### config.mk
export PLATFORM = sky130hd
export DESIGN_NAME = edo_dram_ctrl
export DESIGN_NICKNAME = d
export VERILOG_FILES = /design/src/rtl/edo_pkg.sv /design/src/rtl/edo_addr_split.sv /design/src/rtl/edo_refresh_timer.sv /design/src/rtl/edo_read_capture.sv /design/src/rtl/edo_dram_ctrl.sv
export SDC_FILE = /design/constraint.sdc
export NUM_CORES = 1
export LEC_CHECK = 0
export CORE_ASPECT_RATIO = 2
export CORE_MARGIN = 2
export CORE_UTILIZATION = 60
export CTS_CLUSTER_DIAMETER = 30
export CTS_CLUSTER_SIZE = 40
export DETAILED_ROUTE_END_ITERATION = 16
export DONT_BUFFER_PORTS = 1
export GPL_ROUTABILITY_DRIVEN = 0
export PLACE_DENSITY_LB_ADDON = 0.1
export SLEW_MARGIN = 0
export SYNTH_ARGS = -nofsm -noshare
export SYNTH_HDL_FRONTEND = slang
export SYNTH_HIERARCHICAL = 1
export SYNTH_SLANG_ARGS = --single-unit
### constraint.sdc
create_clock -name clk -period 4.5 [get_ports clk]
set_input_delay 0.9 -clock clk [delete_from_list [all_inputs] [get_ports clk]]
set_output_delay 0.9 -clock clk [all_outputs]
set_load 0.05 [all_outputs]
### src/rtl/edo_pkg.sv
package edo_pkg;

    typedef enum logic [2:0] {
        ST_IDLE,
        ST_ROW,
        ST_SETUP,
        ST_COL,
        ST_PAGE,
        ST_PRE,
        ST_REF_CAS,
        ST_REF_RAS
    } edo_state_e;

endpackage

### src/rtl/edo_addr_split.sv
module edo_addr_split #(
    parameter int unsigned ROW_W = 11,
    parameter int unsigned COL_W = 11,
    parameter int unsigned BUS_W = 11
) (
    input  logic [ROW_W+COL_W-1:0] addr,
    output logic [BUS_W-1:0]       row_bus,
    output logic [BUS_W-1:0]       col_bus
);

    localparam int unsigned ADDR_W = ROW_W + COL_W;

    generate
        if (BUS_W > ROW_W) begin : g_row_pad
            assign row_bus = {{(BUS_W-ROW_W){1'b0}}, addr[ADDR_W-1:COL_W]};
        end else begin : g_row_full
            assign row_bus = addr[ADDR_W-1:COL_W];
        end

        if (BUS_W > COL_W) begin : g_col_pad
            assign col_bus = {{(BUS_W-COL_W){1'b0}}, addr[COL_W-1:0]};
        end else begin : g_col_full
            assign col_bus = addr[COL_W-1:0];
        end
    endgenerate

endmodule

### src/rtl/edo_refresh_timer.sv
module edo_refresh_timer #(
    parameter int unsigned REF_INT = 1560
) (
    input  logic clk,
    input  logic rst_n,
    input  logic ack,
    output logic pending
);

    localparam int unsigned     CNT_W  = (REF_INT > 2) ? $clog2(REF_INT) : 1;
    localparam logic [CNT_W-1:0] RELOAD = CNT_W'(REF_INT - 1);

    logic [CNT_W-1:0] cnt_d, cnt_q;
    logic             pend_d, pend_q;

    always_comb begin
        cnt_d  = cnt_q;
        pend_d = pend_q;
        if (ack) begin
            pend_d = 1'b0;
        end
        if (cnt_q == '0) begin
            cnt_d  = RELOAD;
            pend_d = 1'b1;
        end else begin
            cnt_d = cnt_q - 1'b1;
        end
    end

    always_ff @(posedge clk or negedge rst_n) begin
        if (!rst_n) begin
            cnt_q  <= RELOAD;
            pend_q <= 1'b0;
        end else begin
            cnt_q  <= cnt_d;
            pend_q <= pend_d;
        end
    end

    assign pending = pend_q;

endmodule

### src/rtl/edo_read_capture.sv
module edo_read_capture #(
    parameter int unsigned DQ_W = 4
) (
    input  logic            clk,
    input  logic            rst_n,
    input  logic            capture,
    input  logic [DQ_W-1:0] dq_in,
    output logic            rsp_valid,
    output logic [DQ_W-1:0] rsp_rdata
);

    logic            vld_d, vld_q;
    logic [DQ_W-1:0] dat_d, dat_q;

    always_comb begin
        vld_d = capture;
        dat_d = capture ? dq_in : dat_q;
    end

    always_ff @(posedge clk or negedge rst_n) begin
        if (!rst_n) begin
            vld_q <= 1'b0;
            dat_q <= '0;
        end else begin
            vld_q <= vld_d;
            dat_q <= dat_d;
        end
    end

    assign rsp_valid = vld_q;
    assign rsp_rdata = dat_q;

endmodule

### src/rtl/edo_dram_ctrl.sv
module edo_dram_ctrl
    import edo_pkg::*;
#(
    parameter int unsigned ROW_W     = 11,
    parameter int unsigned COL_W     = 11,
    parameter int unsigned DQ_W      = 4,
    parameter int unsigned T_RCD     = 2,
    parameter int unsigned T_CAC     = 2,
    parameter int unsigned T_RP      = 3,
    parameter int unsigned T_CSR     = 1,
    parameter int unsigned T_REF_LOW = 4,
    parameter int unsigned REF_INT   = 1560,
    localparam int unsigned ADDR_W   = ROW_W + COL_W,
    localparam int unsigned BUS_W    = (ROW_W > COL_W) ? ROW_W : COL_W
) (
    input  logic              clk,
    input  logic              rst_n,
    input  logic              req_valid,
    output logic              req_ready,
    input  logic              req_write,
    input  logic [ADDR_W-1:0] req_addr,
    input  logic [DQ_W-1:0]   req_wdata,
    output logic              rsp_valid,
    output logic [DQ_W-1:0]   rsp_rdata,
    output logic              dram_ras_n,
    output logic              dram_cas_n,
    output logic              dram_we_n,
    output logic              dram_oe_n,
    output logic [BUS_W-1:0]  dram_addr,
    output logic              dram_dq_oe,
    output logic [DQ_W-1:0]   dram_dq_out,
    input  logic [DQ_W-1:0]   dram_dq_in
);

    localparam int unsigned T_MAX01 = (T_RCD > T_CAC) ? T_RCD : T_CAC;
    localparam int unsigned T_MAX23 = (T_RP > T_CSR) ? T_RP : T_CSR;
    localparam int unsigned T_MAX0  = (T_MAX01 > T_MAX23) ? T_MAX01 : T_MAX23;
    localparam int unsigned T_MAX   = (T_MAX0 > T_REF_LOW) ? T_MAX0 : T_REF_LOW;
    localparam int unsigned CNT_W   = $clog2(T_MAX + 1);

    typedef struct packed {
        edo_state_e       state;
        logic [CNT_W-1:0] cnt;
        logic             ras_n;
        logic             cas_n;
        logic             we_n;
        logic             oe_n;
        logic [BUS_W-1:0] addr;
        logic             dq_oe;
        logic [DQ_W-1:0]  dq_out;
        logic             pend;
        logic             op_wr;
        logic [BUS_W-1:0] op_row;
        logic [BUS_W-1:0] op_col;
        logic [DQ_W-1:0]  op_data;
        logic [BUS_W-1:0] open_row;
    } ctl_t;

    localparam ctl_t CTL_RST = '{
        state:    ST_IDLE,
        cnt:      '0,
        ras_n:    1'b1,
        cas_n:    1'b1,
        we_n:     1'b1,
        oe_n:     1'b1,
        addr:     '0,
        dq_oe:    1'b0,
        dq_out:   '0,
        pend:     1'b0,
        op_wr:    1'b0,
        op_row:   '0,
        op_col:   '0,
        op_data:  '0,
        open_row: '0
    };

    function automatic logic [CNT_W-1:0] load_of(input int unsigned cycles);
        return CNT_W'(cycles - 1);
    endfunction

    ctl_t             ctl_d, ctl_q;
    logic [BUS_W-1:0] req_row_bus;
    logic [BUS_W-1:0] req_col_bus;
    logic             ref_pend;
    logic             ref_ack;
    logic             capture;
    logic             accept;

    edo_addr_split #(
        .ROW_W (ROW_W),
        .COL_W (COL_W),
        .BUS_W (BUS_W)
    ) u_split (
        .addr    (req_addr),
        .row_bus (req_row_bus),
        .col_bus (req_col_bus)
    );

    edo_refresh_timer #(
        .REF_INT (REF_INT)
    ) u_ref (
        .clk     (clk),
        .rst_n   (rst_n),
        .ack     (ref_ack),
        .pending (ref_pend)
    );

    edo_read_capture #(
        .DQ_W (DQ_W)
    ) u_cap (
        .clk       (clk),
        .rst_n     (rst_n),
        .capture   (capture),
        .dq_in     (dram_dq_in),
        .rsp_valid (rsp_valid),
        .rsp_rdata (rsp_rdata)
    );

    assign req_ready = ((ctl_q.state == ST_IDLE) || (ctl_q.state == ST_PAGE)) && !ref_pend;
    assign accept    = req_valid && req_ready;

    always_comb begin
        ctl_d   = ctl_q;
        ref_ack = 1'b0;
        capture = 1'b0;

        if (accept) begin
            ctl_d.op_wr   = req_write;
            ctl_d.op_row  = req_row_bus;
            ctl_d.op_col  = req_col_bus;
            ctl_d.op_data = req_wdata;
        end

        unique case (ctl_q.state)
            ST_IDLE: begin
                if (ref_pend) begin
                    ctl_d.state = ST_REF_CAS;
                    ctl_d.cas_n = 1'b0;
                    ctl_d.cnt   = load_of(T_CSR);
                    ref_ack     = 1'b1;
                end else if (accept) begin
                    ctl_d.state    = ST_ROW;
                    ctl_d.ras_n    = 1'b0;
                    ctl_d.addr     = req_row_bus;
                    ctl_d.open_row = req_row_bus;
                    ctl_d.cnt      = load_of(T_RCD);
                end
            end

            ST_ROW: begin
                if (ctl_q.cnt != '0) begin
                    ctl_d.cnt = ctl_q.cnt - 1'b1;
                end else begin
                    ctl_d.state  = ST_SETUP;
                    ctl_d.addr   = ctl_q.op_col;
                    ctl_d.we_n   = !ctl_q.op_wr;
                    ctl_d.dq_oe  = ctl_q.op_wr;
                    ctl_d.dq_out = ctl_q.op_data;
                end
            end

            ST_SETUP: begin
                ctl_d.state = ST_COL;
                ctl_d.cas_n = 1'b0;
                ctl_d.oe_n  = ctl_q.op_wr;
                ctl_d.cnt   = load_of(T_CAC);
            end

            ST_COL: begin
                if (ctl_q.cnt != '0) begin
                    ctl_d.cnt = ctl_q.cnt - 1'b1;
                end else begin
                    capture     = !ctl_q.op_wr;
                    ctl_d.state = ST_PAGE;
                    ctl_d.cas_n = 1'b1;
                    ctl_d.oe_n  = 1'b1;
                    ctl_d.we_n  = 1'b1;
                    ctl_d.dq_oe = 1'b0;
                end
            end

            ST_PAGE: begin
                if (ref_pend) begin
                    ctl_d.state = ST_PRE;
                    ctl_d.ras_n = 1'b1;
                    ctl_d.cnt   = load_of(T_RP);
                end else if (accept) begin
                    if (req_row_bus == ctl_q.open_row) begin
                        ctl_d.state  = ST_SETUP;
                        ctl_d.addr   = req_col_bus;
                        ctl_d.we_n   = !req_write;
                        ctl_d.dq_oe  = req_write;
                        ctl_d.dq_out = req_wdata;
                    end else begin
                        ctl_d.state = ST_PRE;
                        ctl_d.ras_n = 1'b1;
                        ctl_d.pend  = 1'b1;
                        ctl_d.cnt   = load_of(T_RP);
                    end
                end
            end

            ST_PRE: begin
                if (ctl_q.cnt != '0) begin
                    ctl_d.cnt = ctl_q.cnt - 1'b1;
                end else if (ctl_q.pend) begin
                    ctl_d.state    = ST_ROW;
                    ctl_d.pend     = 1'b0;
                    ctl_d.ras_n    = 1'b0;
                    ctl_d.addr     = ctl_q.op_row;
                    ctl_d.open_row = ctl_q.op_row;
                    ctl_d.cnt      = load_of(T_RCD);
                end else if (ref_pend) begin
                    ctl_d.state = ST_REF_CAS;
                    ctl_d.cas_n = 1'b0;
                    ctl_d.cnt   = load_of(T_CSR);
                    ref_ack     = 1'b1;
                end else begin
                    ctl_d.state = ST_IDLE;
                end
            end

            ST_REF_CAS: begin
                if (ctl_q.cnt != '0) begin
                    ctl_d.cnt = ctl_q.cnt - 1'b1;
                end else begin
                    ctl_d.state = ST_REF_RAS;
                    ctl_d.ras_n = 1'b0;
                    ctl_d.cnt   = load_of(T_REF_LOW);
                end
            end

            ST_REF_RAS: begin
                if (ctl_q.cnt != '0) begin
                    ctl_d.cnt = ctl_q.cnt - 1'b1;
                end else begin
                    ctl_d.state = ST_PRE;
                    ctl_d.ras_n = 1'b1;
                    ctl_d.cas_n = 1'b1;
                    ctl_d.cnt   = load_of(T_RP);
                end
            end

            default: begin
                ctl_d = CTL_RST;
            end
        endcase
    end

    always_ff @(posedge clk or negedge rst_n) begin
        if (!rst_n) begin
            ctl_q <= CTL_RST;
        end else begin
            ctl_q <= ctl_d;
        end
    end

    assign dram_ras_n  = ctl_q.ras_n;
    assign dram_cas_n  = ctl_q.cas_n;
    assign dram_we_n   = ctl_q.we_n;
    assign dram_oe_n   = ctl_q.oe_n;
    assign dram_addr   = ctl_q.addr;
    assign dram_dq_oe  = ctl_q.dq_oe;
    assign dram_dq_out = ctl_q.dq_out;

endmodule

==> summary.md, run 1 <==
| Metric | Value |
|---|---|
| DR DRC count | `0` |
| Peak supply drop | `0.423 mV` |
| Internal power | `2.24 mW` |
| Post-Syn Instances | `453` |
| Post-route clock period utilization | `0.680` |
| Tmin final | `3060 ps` |
| Post-synthesis compound-gate area fraction | `0.142` |
| Synth Flop Type | `dfrtp_1` |
| Post-route ant nets | `0` |
| Comb power frac | `0.382` |
| CTS tree | `yes` |
| Cell accounting for the most synthesized area | `dfrtp_1` |
| Initial Util | `0.609` |
| Setup bufs post-CTS | `0` |
| Pwr dens | `801 nW/um^2` |
| CP Buf/Inv Count | `2` |
| Die width | `67.0 um` |
| Post-CTS sizing | `0` |
| Post-DP HPWL | `6800 um` |
| Yosys warning count | `6` |
| Top-level I/O count | `60` |
| Arrival time worst endpoint | `3280 ps` |
| Post-Synth XOR/XNOR Area | `0.0239` |
| Die height | `130 um` |
| H-tree levels | `3` |
| Seq cells post-synth | `82` |
| Synth Area in Simple Gates | `0.101` |
| Final setup violation count | `0` |
| Core area | `7830 um^2` |
| Top cell type's share of synthesized area | `0.378` |
| Global-route wire length before repair | `15,700 um` |
| Synth area leaders | `dfrtp_1 (38%), mux2_2 (15%), buf_4 (6.3%)` |
| Critical path's top delay family | `compound AO/OA/AOI/OAI gates` |
| Static Leakage | `2.01 nW` |
| WL per Instance | `19.2 um` |
| Worst slew pin tran | `1160 ps` |
| Nets | `450` |
| Via count | `3,178` |
| Startpoint Class | `flop` |
| Synth Area in Adders | `0.0158` |
| Most common cell after layout, fill and taps aside | `dfrtp_1` |
| Total track usage | `0.244` |
| Seq/Total Area, Yosys | `0.433` |
| Max-slew violation count | `0` |
| # port buffers | `0` |
| Clock Tree Root | `clkbuf_16` |
| NetSw | `1.65 mW` |
| CP Cell Sequence | `inv_1 > ha_1 > nor2b_1 > inv_1 > a21oi_1 > o21ai_0 > a21oi_2 > mux2_2` |
| Final hold vios | `0` |
| Total Power | `3.88 mW` |
| Avg Cell Area, Syn | `10.5 um^2` |
| FP Rows | `46` |
| DR pass1 iterations | `4` |
| Post-synthesis mux area share | `0.187` |
| Sw Ratio | `0.424` |
| Slew headroom | `0.226` |
| Multi-input logic area | `2240 um^2` |
| Clock latency on the worst-skew pair | `340 ps` |
| Via/cell ratio | `6.22` |
| Final WL | `9810 um` |
| RSZ-0062 raised after global routing | `false` |
| Clk network pwr share | `0.190` |
| Clk pin slew, worst setup/hold paths | `60 ps` |
| FILL cells | `671` |
| Non-Filler Instances | `511` |
| GRT overflow | `0` |
| Synth-to-layout area growth | `1.79%` |
| Number of synthesized flops with an enable pin | `0` |
| Layout cells sized above 1 | `0.258` |
| Commonest non-fill, non-tap cells in the layout | `dfrtp_1 (72), mux2_2 (62), a21oi_1 (31), o21ai_0 (28), nor2_1 (27)` |
| Worst Skew | `6.07 ps` |
| Antenna cells | `0` |
| Status | `finished clean` |
| CP required | `4720 ps` |
| Antenna violations before repair | `0` |
| Cts hold-fix bufs | `0` |
| Total CTS buffers | `9` |
| TNS Setup | `0 ps` |
| Clk sinks | `82` |
| Slowest CP cell | `nor2b_1` |
| Crit path kind | `reg2reg` |
| Tightest Hold Check Type | `in2async` |
| Most common cell on crit path | `inv_1` |
| Max Cap Violations | `0` |
| Syn nets | `493` |
| Dominant combinational cell family by area after synthesis | `multiplexers` |
| Fin area | `4850 um^2` |
| Seq. cell area | `2060 um^2` |
| Slowest cell delay on critical path | `570 ps` |
| Vias in the first global route | `3,139` |
| Maximum net fanout on the critical path | `12` |
| Die ar. | `8710 um^2` |
| Placed Instances | `495` |
| Asr flop ratio synth | `1.00` |
| Netlist cell types | `58` |
| Final Core Density | `0.620` |
| Max Freq | `327 MHz` |
| Seq pwr share | `0.428` |
| Clk buf depth | `2` |
| Placed Area | `4540 um^2` |
| DRT iter0 DRCs | `203` |
| Pin count of the biggest net entering global routing | `83` |
| Synthesized area | `4760 um^2` |
| Crit end category | `flop` |
## through the flow
| stage | hold slack, ps | setup slack [ps] |
|---|---|---|
| CTS | 234 | 1470 |
| global placement | 478 | 1570 |
| detailed placement | 489 | 1470 |
| global route | 231 | 1200 |
| finish | 249 | 1440 |
| floorplan | 460 | 2030 |
## worst paths after layout
check                      slack [ps]                  endpoint  cells after the start                     start
setup / recovery                 1440  dram_addr[7]$_DFFE_PN0P_                      8     ctl_q[59]$_DFFE_PN0P_
hold / removal                    250     ctl_q[20]$_DFFE_PN0P_                      0                     rst_n
setup reg to reg                 1440  dram_addr[7]$_DFFE_PN0P_                      8     ctl_q[59]$_DFFE_PN0P_
hold reg to reg                   500  u_ref/cnt_q[0]$_DFF_PN1_                      1  u_ref/cnt_q[0]$_DFF_PN1_
max in group asynchronous        4020    dram_cas_n$_DFFE_PN1P_                      0                     rst_n
min in group clk                  500  u_ref/cnt_q[0]$_DFF_PN1_                      1  u_ref/cnt_q[0]$_DFF_PN1_
## power groups by stage
| stage | sequential (mW) | clock [mW] | combinational (mW) |
|---|---|---|---|
| 6_report | 1.66 | 0.738 | 1.48 |
| 5_1_grt | 1.71 | 0.783 | 1.63 |
| 4_1_cts | 1.67 | 0.758 | 1.48 |
| 3_5_place_dp | 1.68 | 0 | 1.48 |
| 3_3_place_gp | 1.67 | 0 | 1.44 |
| 2_1_floorplan | 1.36 | 0 | 1.60 |
## cells by family after synthesis
logic type,count (synthesis)
AOI/OAI and AO/OA,106
xor gates and xnor gates,13
adders and majority gates,6
buffers and inverters,78
DFF,82
muxes,80
and+or+nand+nor,88
## routing by layer
metal,vias up,global-route usage,share of wire
li1,1504,-,-
met1,1584,0.310,0.41
met2,79,0.379,0.51
met3,11,0.0776,0.066
met4,0,0.106,0.015
met5,-,0,0
## flip-flops by register name (all words and copies together) (netlist names)
register,count
dram_dq_out,4
u_cap/rsp_valid,1
dram_oe_n,1
ctl_q,45
dram_ras_n,1
dram_dq_oe,1
dram_cas_n,1
dram_addr,11
u_ref/pending,1
u_cap/rsp_rdata,4
dram_we_n,1
u_ref/cnt_q,11
## layout make-up
cell class / count / area share
Sequential cell: 82 / 0.426
Clock buffer: 11 / 0.0521
Timing Repair Buffer: 9 / 0.0139
Multi-Input combinational cell: 293 / 0.461
Tap cell: 96 / 0.0248
Inverter: 15 / 0.0116
Clock inverter: 5 / 0.0108
## cell usage after synthesis, types with 3 or more instances
master    instances
mux2i_1          15
ha_1              6
buf_2            11
mux2_2           62
nor2b_1          15
xor2_1           11
dfstp_2          10
or4_1             3
o221ai_1          3
nand3_1           4
inv_1            15
clkbuf_1          9
o21ai_0          28
nor2_1           27
nor3b_1           3
a31oi_1           4
dfrtp_1          72
a2111o_1          3
nor3_1            3
a22oi_1          14
a21oi_1          31
nand2_1          16
buf_4            40
Power figures use the tool's default switching activity.
==> run 2, diff against run 1 <==
--- a/config.mk
+++ b/config.mk
@@ -7,7 +7,7 @@
 export LEC_CHECK = 0
 export CORE_ASPECT_RATIO = 2
 export CORE_MARGIN = 2
-export CORE_UTILIZATION = 60
+export CORE_UTILIZATION = 58
 export CTS_CLUSTER_DIAMETER = 30
 export CTS_CLUSTER_SIZE = 40
 export DETAILED_ROUTE_END_ITERATION = 16
==> constraint.sdc (replaced) <==
create_clock -name clk -period 2.8 [get_ports clk]
set_input_delay 0.56 -clock clk [delete_from_list [all_inputs] [get_ports clk]]
set_output_delay 0.56 -clock clk [all_outputs]
set_load 0.05 [all_outputs]
==> summary.md, run 2 (synthesized netlist as in run 1, its figures left out) <==
| Metric | Value |
|---|---|
| Total track usage | `0.262 (was 0.244)` |
| DRT iter0 DRCs | `183 (was 203)` |
| CP endpoint | `req_ready (was dram_addr[7]$_DFFE_PN0P_)` |
| Global-route wire length before repair | `17,400 um (was 15,700 um)` |
| Slew headroom | `0.491 (was 0.226)` |
| NetSw | `2.73 mW (was 1.65 mW)` |
| R2R setup slack | `440 ps (was 1440 ps)` |
| Worst slew pin tran | `763 ps (was 1160 ps)` |
| Final hold vios | `0 (unchanged)` |
| Synth-to-layout area growth | `4.86% (was 1.79%)` |
| FILL cells | `669 (was 671)` |
| Pin count of the biggest net entering global routing | `73 (was 83)` |
| Largest reg by FF count | `ctl_q (unchanged)` |
| Clk buf depth | `2 (unchanged)` |
| Post-DP HPWL | `7780 um (was 6800 um)` |
| Multi-input logic area | `2240 um^2 (unchanged)` |
| WL per Instance | `20.7 um (was 19.2 um)` |
| Clk sinks | `82 (unchanged)` |
| Sw Ratio | `0.421 (was 0.424)` |
| R2R Path End | `dram_addr[9]$_DFFE_PN0P_ (was dram_addr[7]$_DFFE_PN0P_)` |
| RSZ-0062 raised after global routing | `false (unchanged)` |
| Slowest cell delay on critical path | `530 ps (was 570 ps)` |
| CP startpoint | `ctl_q[62]$_DFFE_PN0P_ (was ctl_q[59]$_DFFE_PN0P_)` |
| Clock Tree Root | `clkbuf_16 (unchanged)` |
| Die height | `132 um (was 130 um)` |
| DR pass1 iterations | `4 (unchanged)` |
| Post-route clock period utilization | `0.847` |
| Final WL | `10,800 um (was 9810 um)` |
| Antenna violations before repair | `0 (unchanged)` |
| Slack of the critical path | `428 ps (was 1440 ps)` |
| Setup bufs post-CTS | `0 (unchanged)` |
| Reg2reg path depth | `5 (was 8)` |
| Antenna cells | `0 (unchanged)` |
| Worst Skew | `6.05 ps (was 6.07 ps)` |
| Via/cell ratio | `6.24 (was 6.22)` |
| Max Freq | `422 MHz` |
| Max Cap Violations | `0 (unchanged)` |
| Startpoint Class | `flop (unchanged)` |
| Final hold slack | `62.2 ps (was 249 ps)` |
| FP Rows | `46 (unchanged)` |
| TNS Setup | `0 ps (unchanged)` |
| Crit path kind | `reg2out (was reg2reg)` |
| Final Core Density | `0.629 (was 0.620)` |
| CP Cell Sequence | `buf_4 > or2_2 > nor2_1 > buf_4 (was inv_1 > ha_1 > nor2b_1 > inv_1 > a21oi_1 > o21ai_0 > a21oi_2 > mux2_2)` |
| Most common cell after layout, fill and taps aside | `dfrtp_1 (unchanged)` |
| Comb power frac | `0.381 (was 0.382)` |
| Clk pin slew, worst setup/hold paths | `60 ps (about the same)` |
| Crit end category | `output pin (was flop)` |
| Seq pwr share | `0.423 (was 0.428)` |
| Status | `finished clean (unchanged)` |
| Total CTS buffers | `9 (unchanged)` |
| Top-level I/O count | `60 (unchanged)` |
| Via count | `3,261 (was 3,178)` |
| CTS tree | `yes (unchanged)` |
| H-tree levels | `3 (unchanged)` |
| CP required | `2240 ps (was 4720 ps)` |
| GRT overflow | `0 (unchanged)` |
| Die width | `68.1 um (was 67.0 um)` |
| Static Leakage | `2.10 nW (was 2.01 nW)` |
| Most common cell on crit path | `buf_4 (was inv_1)` |
| Maximum net fanout on the critical path | `12 (unchanged)` |
| Seq. cell area | `2060 um^2 (unchanged)` |
| Tmin final | `2370 ps` |
| Post-route ant nets | `0 (unchanged)` |
| Arrival time worst endpoint | `1810 ps (was 3280 ps)` |
| Core area | `7940 um^2 (was 7830 um^2)` |
| Vias in the first global route | `3,375 (was 3,139)` |
| DR DRC count | `0 (unchanged)` |
| Max reg flops | `45 (unchanged)` |
| Tightest Hold Check Type | `in2async (unchanged)` |
| Pwr dens | `1300 nW/um^2 (was 801 nW/um^2)` |
| Reg2reg start | `ctl_q[64]$_DFFE_PN0P_ (was ctl_q[59]$_DFFE_PN0P_)` |
| Clock latency on the worst-skew pair | `340 ps (about the same)` |
| Die ar. | `9000 um^2 (was 8710 um^2)` |
| Initial Util | `0.600 (was 0.609)` |
| # port buffers | `0 (unchanged)` |
| Internal power | `3.75 mW (was 2.24 mW)` |
| Placement Setup Slack | `402 ps (was 1470 ps)` |
| Clk network pwr share | `0.196 (was 0.190)` |
| Commonest non-fill, non-tap cells in the layout | `dfrtp_1 (72), mux2_2 (62), a21oi_1 (31), o21ai_0 (28), nor2_1 (27) (unchanged)` |
| Max-slew violation count | `0 (unchanged)` |
| Slowest CP cell | `dfrtp_1 (was nor2b_1)` |
| Peak supply drop | `0.723 mV (was 0.423 mV)` |
| Final setup violation count | `0 (unchanged)` |
| Layout cells sized above 1 | `0.279 (was 0.258)` |
| Nets | `462 (was 450)` |
run 2: changes by cell type in the layout (fill, tap and decap cells not counted):
cell | before | now
buf_4 | 9 | 19
bufinv_16 | 1 | 2
buf_16 | 0 | 1
clkinv_2 | 3 | 1
clkinv_4 | 0 | 2
buf_12 | 0 | 1
clkbuf_8 | 2 | 1
run 2: cell type report:
type	instances	area share
timing repair buffer	21	0.0381
clock inverter	6	0.0180
sequential	82	0.413
tap	96	0.0240
clock buffer	10	0.0478
inverter	15	0.0113
multi-input combinational	293	0.448
run 2: per-layer routing:
| layer | vias up | global-route usage | part of all wire |
|---|---|---|---|
| met5 | - | 0 | 0 |
| met4 | 0 | 0.114 | 0.031 |
| met3 | 21 | 0.0623 | 0.047 |
| met2 | 100 | 0.471 | 0.58 |
| met1 | 1612 | 0.272 | 0.34 |
| li1 | 1528 | - | - |
run 2: stage by stage:
stage / total power [mW] / cell area [um^2] / std cells
final: 6.47 / 5000 / 523
after global placement: 5.14 / 4640 / 506
after detailed placement: 5.21 / 4640 / 506
after CTS: 6.52 / 5000 / 523
after floorplan: 4.75 / 4760 / 453
after global routing: 6.87 / 5000 / 523
run 2: power groups by stage:
stage / registers [mW] / logic [mW] / clock network (mW)
6_report: 2.74 / 2.47 / 1.27
5_1_grt: 2.81 / 2.71 / 1.35
4_1_cts: 2.75 / 2.47 / 1.30
3_5_place_dp: 2.77 / 2.44 / 0
3_3_place_gp: 2.76 / 2.38 / 0
2_1_floorplan: 2.18 / 2.57 / 0
run 2: critical path, delay by kind of cell, from the launching register on:
kind | cells | cell delay (ps)
buffers and inverters | 2 | 480
flip-flops | 1 | 530
AND/OR/NAND/NOR | 2 | 460
run 2: repair_timing:
| action | CTS | global route |
|---|---|---|
| hold buffers | 1 | 0 |
| hold endpoints to repair | 72 | 0 |
| gates resized for setup | 0 | 0 |
run 2: worst min-delay path by stage:
stage,startpoint,to
after floorplan,rst_n,ctl_q[0]$_DFFE_PN0P_
after CTS,rst_n,dram_cas_n$_DFFE_PN1P_
after global placement,rst_n,u_ref/cnt_q[8]$_DFF_PN0_
final,rst_n,u_ref/cnt_q[4]$_DFF_PN1_
after detailed placement,rst_n,u_ref/cnt_q[8]$_DFF_PN0_
after global routing,rst_n,dram_cas_n$_DFFE_PN1P_
==> run 3, diff against run 2 <==
==> constraint.sdc (replaced) <==
create_clock -name clk -period 2 [get_ports clk]
set_input_delay 0.4 -clock clk [delete_from_list [all_inputs] [get_ports clk]]
set_output_delay 0.4 -clock clk [all_outputs]
set_load 0.05 [all_outputs]
==> summary.md, run 3 (synthesized netlist as in run 1, its figures left out) <==
| Metric | Value |
|---|---|
| Reg2reg start | `ctl_q[63]$_DFFE_PN0P_ (was ctl_q[64]$_DFFE_PN0P_)` |
| Arrival time worst endpoint | `2210 ps (was 1810 ps)` |
| Max Cap Violations | `0 (unchanged)` |
| Crit end category | `flop (was output pin)` |
| Clk buf depth | `2 (unchanged)` |
| Slowest cell delay on critical path | `440 ps (was 530 ps)` |
| Post-route clock period utilization | `0.991` |
| GRT met1 Usage | `0.269 (was 0.272)` |
| Clk pin slew, worst setup/hold paths | `70 ps (was 60 ps)` |
| Failing checks | `hold timing` |
| Layout cells sized above 1 | `0.342 (was 0.279)` |
| CP startpoint | `ctl_q[63]$_DFFE_PN0P_ (was ctl_q[62]$_DFFE_PN0P_)` |
| Maximum net fanout on the critical path | `5 (was 12)` |
| Final hold vios | `82 (was 0)` |
| GR Util met2 | `0.475 (was 0.471)` |
| Synth-to-layout area growth | `10.2% (was 4.86%)` |
| Pin count of the biggest net entering global routing | `83 (was 73)` |
| Die ar. | `9000 um^2 (unchanged)` |
| Total CTS buffers | `9 (unchanged)` |
| Clock Tree Root | `clkbuf_16 (unchanged)` |
| Die height | `132 um (unchanged)` |
| Tightest Hold Check Type | `in2async (unchanged)` |
| Initial Util | `0.600 (unchanged)` |
| Top Usage Layer GRT | `met2 (unchanged)` |
| Total Power | `9.59 mW (was 6.47 mW)` |
| Die width | `68.1 um (unchanged)` |
| Met3 usage | `0.0666 (was 0.0623)` |
| Worst slew pin tran | `525 ps (was 763 ps)` |
| Antenna cells | `0 (unchanged)` |
| Commonest non-fill, non-tap cells in the layout | `dfrtp_1 (70), mux2_2 (61), buf_4 (42), a21oi_1 (30), o21ai_0 (27) (was dfrtp_1 (72), mux2_2 (62), a21oi_1 (31), o21ai_0 (28), nor2_1 (27))` |
| Global-route wire length before repair | `17,800 um (was 17,400 um)` |
| Antenna violations before repair | `0 (unchanged)` |
| CTS tree | `yes (unchanged)` |
| TNS Setup | `0 ps (unchanged)` |
| Clock latency on the worst-skew pair | `350 ps (was 340 ps)` |
| Slew headroom | `0.646 (was 0.491)` |
| DRT iter0 DRCs | `210 (was 183)` |
| Peak supply drop | `1.16 mV (was 0.723 mV)` |
| Nets | `488 (was 462)` |
| Vias in the first global route | `3,479 (was 3,375)` |
| Final WL | `11,200 um (was 10,800 um)` |
| Max Freq | `505 MHz` |
| H-tree levels | `3 (unchanged)` |
| GRT overflow | `0 (unchanged)` |
| Static Leakage | `2.23 nW (was 2.10 nW)` |
| # port buffers | `0 (unchanged)` |
| Post-route ant nets | `0 (unchanged)` |
| FILL cells | `628 (was 669)` |
| RSZ-0062 raised after global routing | `true (was false)` |
| CP Cell Sequence | `buf_4 > nor4b_1 > a31oi_1 > nand2_1 > a21oi_2 > buf_4 > clkbuf_16 > mux2_4 (was buf_4 > or2_2 > nor2_1 > buf_4)` |
| Crit path kind | `reg2reg (was reg2out)` |
| Pwr dens | `1830 nW/um^2 (was 1300 nW/um^2)` |
| Core area | `7940 um^2 (unchanged)` |
| Slowest CP cell | `dfrtp_2 (was dfrtp_1)` |
| Via count | `3,369 (was 3,261)` |
| Final setup violation count | `0 (unchanged)` |
| Via/cell ratio | `6.14 (was 6.24)` |
| Worst Skew | `9.61 ps (was 6.05 ps)` |
| Status | `finished, violations left (was finished clean)` |
| Max reg flops | `45 (unchanged)` |
| R2R setup slack | `20 ps (was 440 ps)` |
| Tmin final | `1980 ps` |
| Max-slew violation count | `0 (unchanged)` |
| Total track usage | `0.269 (was 0.262)` |
| WL per Instance | `20.4 um (was 20.7 um)` |
| Startpoint Class | `flop (unchanged)` |
| Largest reg by FF count | `ctl_q (unchanged)` |
| Top-level I/O count | `60 (unchanged)` |
| DR DRC count | `0 (unchanged)` |
| Most common cell after layout, fill and taps aside | `dfrtp_1 (unchanged)` |
| FP Rows | `46 (unchanged)` |
| Fin area | `5250 um^2 (was 5000 um^2)` |
| Most common cell on crit path | `buf_4 (unchanged)` |
| Clk sinks | `82 (unchanged)` |
| CP required | `2230 ps (was 2240 ps)` |
| Final hold slack | `-251 ps (was 62.2 ps)` |
| Post-DP HPWL | `8020 um (was 7780 um)` |
| DR pass1 iterations | `5 (was 4)` |
| Placed Area | `4840 um^2 (was 4640 um^2)` |
## run 3: area by class of cell
cell class / instances / area (um^2) / share of cell area
multi-input combinational: 293 / 2290 / 0.436
sequential: 82 / 2070 / 0.394
timing repair buffer: 47 / 412 / 0.0784
clock buffer: 10 / 239 / 0.0455
tap: 96 / 120 / 0.0229
clock inverter: 6 / 66.3 / 0.0126
inverter: 15 / 56.3 / 0.0107
## run 3: power breakdown
group | switching [mW] | leakage (nW) | internal [mW] | total, mW
Clock | 0.685 | 0.152 | 1.00 | 1.69
Combinational | 1.98 | 1.13 | 2.15 | 4.14
Sequential | 1.37 | 0.948 | 2.40 | 3.77
Total | 4.04 | 2.23 | 5.55 | 9.59
## run 3: routing by layer
metal  share of wire  vias to the layer above
met5               0                        -
met4           0.051                        0
met2            0.56                       98
met1            0.35                     1663
met3           0.047                       35
li1                -                     1573
## run 3: stage by stage
step                      cells  utilization  worst slack, ps  hold slack, ps
after floorplan             453            -             11.2             104
after global placement      528        0.610             12.1             106
after detailed placement    528        0.610            -45.9             106
after CTS                   549        0.661            -10.1            -259
after global routing        549        0.661            -44.0            -261
final                       549        0.661             18.3            -251
## run 3: path summary, 6_finish.rpt
check	cells after the start	endpoint
hold / removal	0	u_ref/cnt_q[6]$_DFF_PN0_
setup reg to reg	8	dram_addr[2]$_DFFE_PN0P_
max in group asynchronous	0	dram_we_n$_DFFE_PN1P_
setup / recovery	8	dram_addr[2]$_DFFE_PN0P_
hold reg to reg	1	u_ref/cnt_q[10]$_DFF_PN1_
min in group clk	1	ctl_q[30]$_DFFE_PN0P_
## run 3: critical path: cells and delay by family (launching register included)
family / cells / cell delay, ps
and+or+nand+nor: 2 / 510
buffers and inverters: 3 / 460
muxes: 1 / 290
DFF: 1 / 440
AOI/OAI and AO/OA: 2 / 160
## run 3: repair_timing
| action | in CTS | in global routing |
|---|---|---|
| buffers inserted | 4 | 1 |
| cloned | 1 | 0 |
| setup endpoints to repair | 16 | 18 |
| pin swaps | 2 | 4 |
| endpoints found under the hold margin | 82 | 82 |
| resized for setup | 15 | 4 |
